$ cat src/rtl/prog_entry_pkg.sv
package prog_entry_pkg;
  parameter int          KEY_LEN  = 32;
  parameter logic [31:0] KEY_VAL  = 32'h4D43_4850;
  localparam int         CNT_W    = $clog2(KEY_LEN + 1);

  // pin indices inside the synchronized pin bundle
  localparam int PIN_EN  = 0;
  localparam int PIN_CK  = 1;
  localparam int PIN_DT  = 2;
  localparam int NUM_PIN = 3;
endpackage

$ cat src/rtl/pe_sync.sv
module pe_sync #(
  parameter int              W       = 3,
  parameter int              STAGES  = 2,
  parameter logic [W-1:0]    RST_VAL = '0
) (
  input  logic         clk,
  input  logic         rst,
  input  logic [W-1:0] din,
  output logic [W-1:0] dout
);
  logic [W-1:0] chain [STAGES];

  genvar s;
  generate
    for (s = 0; s < STAGES; s++) begin : g_stage
      if (s == 0) begin : g_first
        always_ff @(posedge clk) begin
          if (rst) chain[s] <= RST_VAL;
          else     chain[s] <= din;
        end
      end else begin : g_next
        always_ff @(posedge clk) begin
          if (rst) chain[s] <= RST_VAL;
          else     chain[s] <= chain[s-1];
        end
      end
    end
  endgenerate

  assign dout = chain[STAGES-1];
endmodule

$ cat src/rtl/pe_fall_detect.sv
module pe_fall_detect (
  input  logic clk,
  input  logic rst,
  input  logic level,
  output logic fall
);
  logic prev_q;

  always_ff @(posedge clk) begin
    if (rst) prev_q <= 1'b0;
    else     prev_q <= level;
  end

  assign fall = prev_q & ~level;
endmodule

$ cat src/rtl/pe_key_shift.sv
module pe_key_shift
  import prog_entry_pkg::*;
(
  input  logic               clk,
  input  logic               rst,
  input  logic               active,
  input  logic               fall,
  input  logic               dbit,
  output logic [KEY_LEN-1:0] word,
  output logic               done
);
  logic [CNT_W-1:0] cnt_q;
  logic             room;

  assign room = (cnt_q < CNT_W'(KEY_LEN));

  always_ff @(posedge clk) begin
    if (rst || !active) begin
      cnt_q <= '0;
      word  <= '0;
      done  <= 1'b0;
    end else begin
      done <= fall && (cnt_q == CNT_W'(KEY_LEN - 1));
      if (fall && room) begin
        word  <= {dbit, word[KEY_LEN-1:1]};
        cnt_q <= cnt_q + 1'b1;
      end
    end
  end

  assert_cnt_bound_R8: assert property (@(posedge clk) disable iff (rst)
    cnt_q <= CNT_W'(KEY_LEN));

  assert_clear_on_release_R4: assert property (@(posedge clk) disable iff (rst)
    !active |=> (cnt_q == '0) && !done);

  assert_done_full_R8: assert property (@(posedge clk) disable iff (rst)
    done |-> (cnt_q == CNT_W'(KEY_LEN)));
endmodule

$ cat src/rtl/pe_mode_ctrl.sv
module pe_mode_ctrl
  import prog_entry_pkg::*;
(
  input  logic               clk,
  input  logic               rst,
  input  logic               active,
  input  logic               done,
  input  logic [KEY_LEN-1:0] word,
  input  logic               cfg_lv_en,
  output logic               prog_mode,
  output logic               core_rst,
  output logic               addr_clr,
  output logic               io_hiz
);
  logic hit;
  logic enter;

  assign hit   = done && (word == KEY_VAL[KEY_LEN-1:0]) && cfg_lv_en;
  assign enter = active && !prog_mode && hit;

  always_ff @(posedge clk) begin
    if (rst || !active) begin
      prog_mode <= 1'b0;
      core_rst  <= 1'b0;
      io_hiz    <= 1'b0;
      addr_clr  <= 1'b0;
    end else begin
      addr_clr <= enter;
      if (enter) begin
        prog_mode <= 1'b1;
        core_rst  <= 1'b1;
        io_hiz    <= 1'b1;
      end
    end
  end

  assert_hold_R5: assert property (@(posedge clk) disable iff (rst)
    (active && prog_mode) |=> prog_mode);

  assert_exit_R5: assert property (@(posedge clk) disable iff (rst)
    !active |=> !prog_mode);

  assert_cfg_gate_R3: assert property (@(posedge clk) disable iff (rst)
    $rose(prog_mode) |-> $past(cfg_lv_en));

  assert_pulse_R7: assert property (@(posedge clk) disable iff (rst)
    addr_clr |=> !addr_clr);

  assert_pulse_entry_R7: assert property (@(posedge clk) disable iff (rst)
    $rose(prog_mode) |-> addr_clr);
endmodule

$ cat src/rtl/prog_entry_detector.sv
module prog_entry_detector
  import prog_entry_pkg::*;
#(
  parameter int SYNC_STAGES = 2
) (
  input  logic clk,
  input  logic rst,
  input  logic en_n_pin,
  input  logic pclk_pin,
  input  logic pdat_pin,
  input  logic cfg_lv_en,
  output logic prog_mode,
  output logic core_rst,
  output logic addr_clr,
  output logic io_hiz
);
  localparam logic [NUM_PIN-1:0] PIN_RST = NUM_PIN'(1) << PIN_EN;

  logic [NUM_PIN-1:0] pins_raw;
  logic [NUM_PIN-1:0] pins_s;
  logic               active;
  logic               fall;
  logic [KEY_LEN-1:0] word;
  logic               done;

  always_comb begin
    pins_raw         = '0;
    pins_raw[PIN_EN] = en_n_pin;
    pins_raw[PIN_CK] = pclk_pin;
    pins_raw[PIN_DT] = pdat_pin;
  end

  pe_sync #(.W(NUM_PIN), .STAGES(SYNC_STAGES), .RST_VAL(PIN_RST)) u_sync (
    .clk (clk),
    .rst (rst),
    .din (pins_raw),
    .dout(pins_s)
  );

  assign active = ~pins_s[PIN_EN];

  pe_fall_detect u_fall (
    .clk  (clk),
    .rst  (rst),
    .level(pins_s[PIN_CK]),
    .fall (fall)
  );

  pe_key_shift u_shift (
    .clk   (clk),
    .rst   (rst),
    .active(active),
    .fall  (fall),
    .dbit  (pins_s[PIN_DT]),
    .word  (word),
    .done  (done)
  );

  pe_mode_ctrl u_ctrl (
    .clk      (clk),
    .rst      (rst),
    .active   (active),
    .done     (done),
    .word     (word),
    .cfg_lv_en(cfg_lv_en),
    .prog_mode(prog_mode),
    .core_rst (core_rst),
    .addr_clr (addr_clr),
    .io_hiz   (io_hiz)
  );

  assert_side_outputs_R6: assert property (@(posedge clk) disable iff (rst)
    (io_hiz == prog_mode) && (core_rst == prog_mode));

  assert_no_mode_when_idle_R4: assert property (@(posedge clk) disable iff (rst)
    (en_n_pin && $past(en_n_pin) && $past(en_n_pin, 2)) |=> !prog_mode);
endmodule

$ cat config.mk
export PLATFORM = sky130hd
export DESIGN_NAME = prog_entry_detector
export DESIGN_NICKNAME = d
export VERILOG_FILES = /design/src/rtl/prog_entry_pkg.sv /design/src/rtl/pe_sync.sv /design/src/rtl/pe_fall_detect.sv /design/src/rtl/pe_key_shift.sv /design/src/rtl/pe_mode_ctrl.sv /design/src/rtl/prog_entry_detector.sv
export SDC_FILE = /design/constraint.sdc
export NUM_CORES = 1
export LEC_CHECK = 0
export CAP_MARGIN = 20
export CORE_UTILIZATION = 54
export DETAILED_ROUTE_END_ITERATION = 6
export DONT_BUFFER_PORTS = 1
export HOLD_SLACK_MARGIN = 0.08
export PLACE_DENSITY = 0.72
export SLEW_MARGIN = 20
export SYNTH_ARGS = -nofsm -noshare
export SYNTH_HDL_FRONTEND = slang
export SYNTH_SLANG_ARGS = --single-unit
$ cat constraint.sdc
create_clock -name clk -period 1.32 [get_ports clk]
set_input_delay 0.132 -clock clk [delete_from_list [all_inputs] [get_ports clk]]
set_output_delay 0.132 -clock clk [all_outputs]
set_load 0.1 [all_outputs]
# After elaboration in Yosys (flattened, before gate mapping)
# Memory sizes are Yosys's and may differ from the RTL's.
# Index checks and enable logic that the tools add are counted.
dict set report classes {
  addsub 1
  magnitude_cmp 1
  eq_ne 2
  n_mux 5
  bitwise 5
  n_reduce_logical 8
}
# op count
set ops {}
lappend ops {{32-bit by 31-bit equality test with 1-bit output (second input constant)} 1}
lappend ops {{6-bit by 1-bit adder with 6-bit output (second input constant)} 1}
lappend ops {{6-bit by 5-bit equality test with 1-bit output (second input constant)} 1}
lappend ops {{1-bit logical AND} 6}
lappend ops {{6-bit less-than comparator (second input constant)} 1}
lappend ops {{3-bit two-way mux} 2}
lappend ops {{1-bit two-way mux} 3}
lappend ops {{1-bit inverter} 2}
lappend ops {{1-bit OR} 2}
lappend ops {{1-bit bitwise AND} 1}
lappend ops {{1-bit zero test} 1}
lappend ops {{1-bit logical OR} 1}
dict set report totals {
  reg_bits 42
  ramBits 6
  out_inout_bits 4
  elab_cells 29
  n_memories 1
}
# memory words word_bits read_ports rd_clocked_by_memory_dff write_ports line_no
set mem_list {}
lappend mem_list {u_sync.chain 2 3 2 0 2 pe_sync.sv:11} ;# logic [W-1:0] chain [STAGES];

# Logic depth before layout (Yosys ltp)
dict set report logic_depth {
  word_depth 4
  mapped_depth 5
  mapped_depth_nobuf 4
}

# Modules after synthesis
# From an unflattened synthesis, not the netlist that was laid out.
dict set report unflattened {
  hier_cells 210
  hier_area_um2 1805.5
}
# mod instances cells_each area_per_inst_um2
set modules_own_cells {}
lappend modules_own_cells {pe_key_shift 1 174 1401.3}
lappend modules_own_cells {pe_mode_ctrl 1 20 207.7}
lappend modules_own_cells {pe_sync 1 12 157.7}
lappend modules_own_cells {pe_fall_detect 1 3 35.0}
lappend modules_own_cells {prog_entry_detector 1 1 3.8}

# Worst setup path after synthesis
# No wires, ideal clock.
dict set report synth_path {
  path_type {flip-flop to output port}
  from {register u_ctrl.io_hiz}
  to {output port io_hiz}
  t_arrival_ns 1.409
  setup_slack_ns -0.221
  path_stages_with_launch 2
  path_buffers 1
  path_cell_list {dfxtp_1 -> buf_4}
}
# item line_no
set synth_rtl {}
lappend synth_rtl {{start: declaration} pe_mode_ctrl.sv:13} ;# output logic io_hiz
lappend synth_rtl {{start signal: assignment} pe_mode_ctrl.sv:25} ;# io_hiz <= 1'b0;
lappend synth_rtl {{start signal: assignment} pe_mode_ctrl.sv:32} ;# io_hiz <= 1'b1;
lappend synth_rtl {{end: declaration} prog_entry_detector.sv:15} ;# output logic io_hiz
# No word-level cell between the ends.

# Worst setup path after layout
dict set report layout_path {
  from {register u_shift.word[19]}
  to {register u_ctrl.io_hiz}
}
dict set report layout_via {
  elab_chain_cells 4
}
# item line_no
set layout_lines {}
lappend layout_lines {{start: declaration} pe_key_shift.sv:9} ;# output logic [KEY_LEN-1:0] word,
lappend layout_lines {{start signal: assignment} pe_key_shift.sv:25} ;# word <= {dbit, word[KEY_LEN-1:1]};
lappend layout_lines {{32-bit by 31-bit equality test with 1-bit output} pe_mode_ctrl.sv:18} ;# assign hit = done && (word == KEY_VAL[KEY_LEN-1:0]) && cfg_lv_en;
lappend layout_lines {{1-bit logical AND (2 in series)} pe_mode_ctrl.sv:18}
lappend layout_lines {{1-bit logical AND} pe_mode_ctrl.sv:19} ;# assign enter = active && !prog_mode && hit;
# Every way passes these cells.
# A chain may end at the register's enable or synchronous reset.

==> run metrics <==
status=finished clean; setup TNS=0 ps; Lkg Pwr=just over 0.0006 uW; post-synth top area share=0.550; first-pass GRT wire length=~5600 um; Worst R2R End=u_ctrl.io_hiz; vias in the first global route=1344; most common library cells after synthesis=nand2_1, dfxtp_1, a21oi_1; async set-reset flop share out of synthesis=0; Area contributors post-synth=dfxtp_1, nand2_1, a21oi_1, nor4bb_1, nor2b_1; Synth Flop Type=dfxtp_1; post-DP HPWL=2100 um; mapped cell area=approximately 0.0017 mm2; gr usage total=0.225; clock sink count=48; Slowest-stage cell, CP=nor4b_1; Fin Hold WS=108 ps; Seq/Total Area, Yosys=0.550; DRT iter0 DRCs=85; R2R depth=3; Syn Inst Count=206; fin util=0.676; worst hold path type=in2reg; R2R setup slack=30 ps; initial cell density of the core=0.572; TritonCTS clock tree=yes; Synthesis Warnings=0; H-tree depth=2; Synth Area per Inst=about 8.5 um2; IO Count=10; CP cell instances=nor4b_1 -> nand4_1 -> o31ai_1; crit end category=flop; Area growth, synth to finish=18.1%; Root Buffer=clkbuf_4; hold path cells=2; Filler Cells Inserted=between 200 and 250; Post-synth EDFFs=0; clock latency on the worst-skew pair=around 360 ps; routed len/inst=roughly 14 um; Worst Tran Pin Value=~360 ps; pins over their slew limit=0; pin count of the biggest net entering global routing=35; Die Height=58.9 um; P per Cell Area=1100 mW/mm2; CP startpoint kind=flop; TritonRoute pass-1 iters=4; Final ANT Viol Nets=0; DR vias/cell=between 5 and 6; count leader, synth=nand2_1; share of cells above drive strength 1=0.130; Setup violations, final=0; maxcap violations=0; gpl congestion=0.747; Num CTS Buffers=5; CTS max path bufs=2; Worst IR Drop VDD=around 0.00076 V; CTS clk-pin slew, worst paths=120 ps; placed cell count=approximately 250; Crit Path Category=reg2reg; final net count=approximately 220; setup slack after layout=approximately 34 ps; Worst Path Required=about 1600 ps; hold path startpoint=rst; Yosys cell types=28; vias=1424; die width=between 50 and 60 um; Synth Register Bits=48; final non-filler cell total=around 260; fmax=0.778 GHz; Slew HR=0.756; PortBufs=0; slowest cell delay on critical path=between 300 and 400 ps; ant diodes=0; Max Fanout on Critical Path=3; Core Footprint=0.00305 mm2; crit path from=u_shift.word[19]; grt total ovfl=0; DRC viols=0; worst r2r src=u_shift.word[19]; fin crit period=1290 ps; RSZ-0062 raised after global routing=true; Yosys top cell by area=dfxtp_1; data arrival time of the critical path=about 1600 ps; Clock Skew=just over 5 ps; Fin. Hold Viols=0; Tcrit/Tclk final=0.974; hold endpoint=u_shift.cnt_q[3]; Post-Syn Nets=between 200 and 250; FP Rows=20; initial antenna violation count=0; pre-CTS setup slack=about 3.1 ps; Post-Route WL=around 3500 um; die area=0.00347 mm2
[metal layers]
| metal | GRT usage | vias to the layer above | routed length (um) |
|---|---|---|---|
| met1 | 0.241 | 680 | 1480 |
| met2 | 0.383 | 30 | 1830 |
| met3 | 0.0769 | 8 | 126 |
| met4 | 0.129 | 0 | 86 |
| li1 | - | 706 | - |
| met5 | 0 | - | 0 |
[worst max-delay path by stage]
stage | to | slack, ps
2_1_floorplan | u_shift.cnt_q[2] | 10
3_3_place_gp | u_shift.word[24] | 80
3_5_place_dp | u_shift.word[10] | 3
4_1_cts | u_shift.cnt_q[2] | 20
5_1_grt | u_ctrl.io_hiz | -80
6_report | u_ctrl.io_hiz | 30
[power breakdown]
group	leakage [uW]	total [uW]	switching [uW]	internal (uW)
registers	0.000390	1460	5.10	1460
clock network	0.0000374	726	423	303
logic	0.000194	73.5	36.6	37.0
total	0.000621	2260	465	1800
[through the flow]
step / area [um2] / power (uW)
5_1_grt: 2060 / 2370
3_5_place_dp: 1850 / 1540
2_1_floorplan: 1750 / 1520
6_report: 2060 / 2260
3_3_place_gp: 1850 / 1540
4_1_cts: 1970 / 2280
[what timing repair did]
item,CTS,global route
hold buffers,4,0
setup endpoints to repair,4,12
endpoints found under the hold margin,11,0
gates resized for setup,3,5
buffers inserted,0,1
pin swaps,0,3
cloned,0,2
[layout make-up]
cell class | count | area (um2) | share of cell area
timing repair buffer | 15 | 211 | 0.102
tap | 44 | 55.1 | 0.0267
inverter | 1 | 3.75 | 0.00182
clock buffer | 7 | 65.1 | 0.0315
sequential | 48 | 967 | 0.469
multi-input combinational | 144 | 761 | 0.369
[cells by family after synthesis]
group	Yosys count	share of synthesized area
compound gates	39	0.115
flops	48	0.550
xor+xnor	1	0.00502
simple gates	102	0.282
buf+inv	14	0.0351
fa+ha+maj	1	0.00716
mux	1	0.00573
[worst max-delay path, delay by kind of cell (launching register included)]
family	cells	cell delay (ps)
and+or+nand+nor	2	590
DFF	1	360
AOI/OAI and AO/OA	1	260
[cells in the final DEF (no fill, tap or decap), types with 2 or more instances in the layout]
cell type      synthesis  routed
nor2_1                 2       2
clkbuf_16              0       2
dlygate4sd3_1          0       4
or3_1                  3       3
nand4_1                3       3
nand2_1               71      71
clkbuf_8               0       2
nor3_1                 2       2
dfxtp_2                0       2
a21oi_1               35      35
clkbuf_4               0       5
buf_4                  2       4
nor2b_1                5       5
or2_2                  2       2
nor4bb_1               5       2
nor4_1                 2       2
nor4b_1                3       3
dfxtp_1               48      45
nor4bb_2               0       2
buf_12                 0       4
[flip-flops by register name, indices dropped and copies added, names as in the netlist]
signal / count
u_shift.word: 32
u_shift.cnt_q: 6
u_sync.chain: 6
u_ctrl.addr_clr: 1
u_ctrl.io_hiz: 1
u_fall.prev_q: 1
u_shift.done: 1
Power figures use the tool's default switching activity.
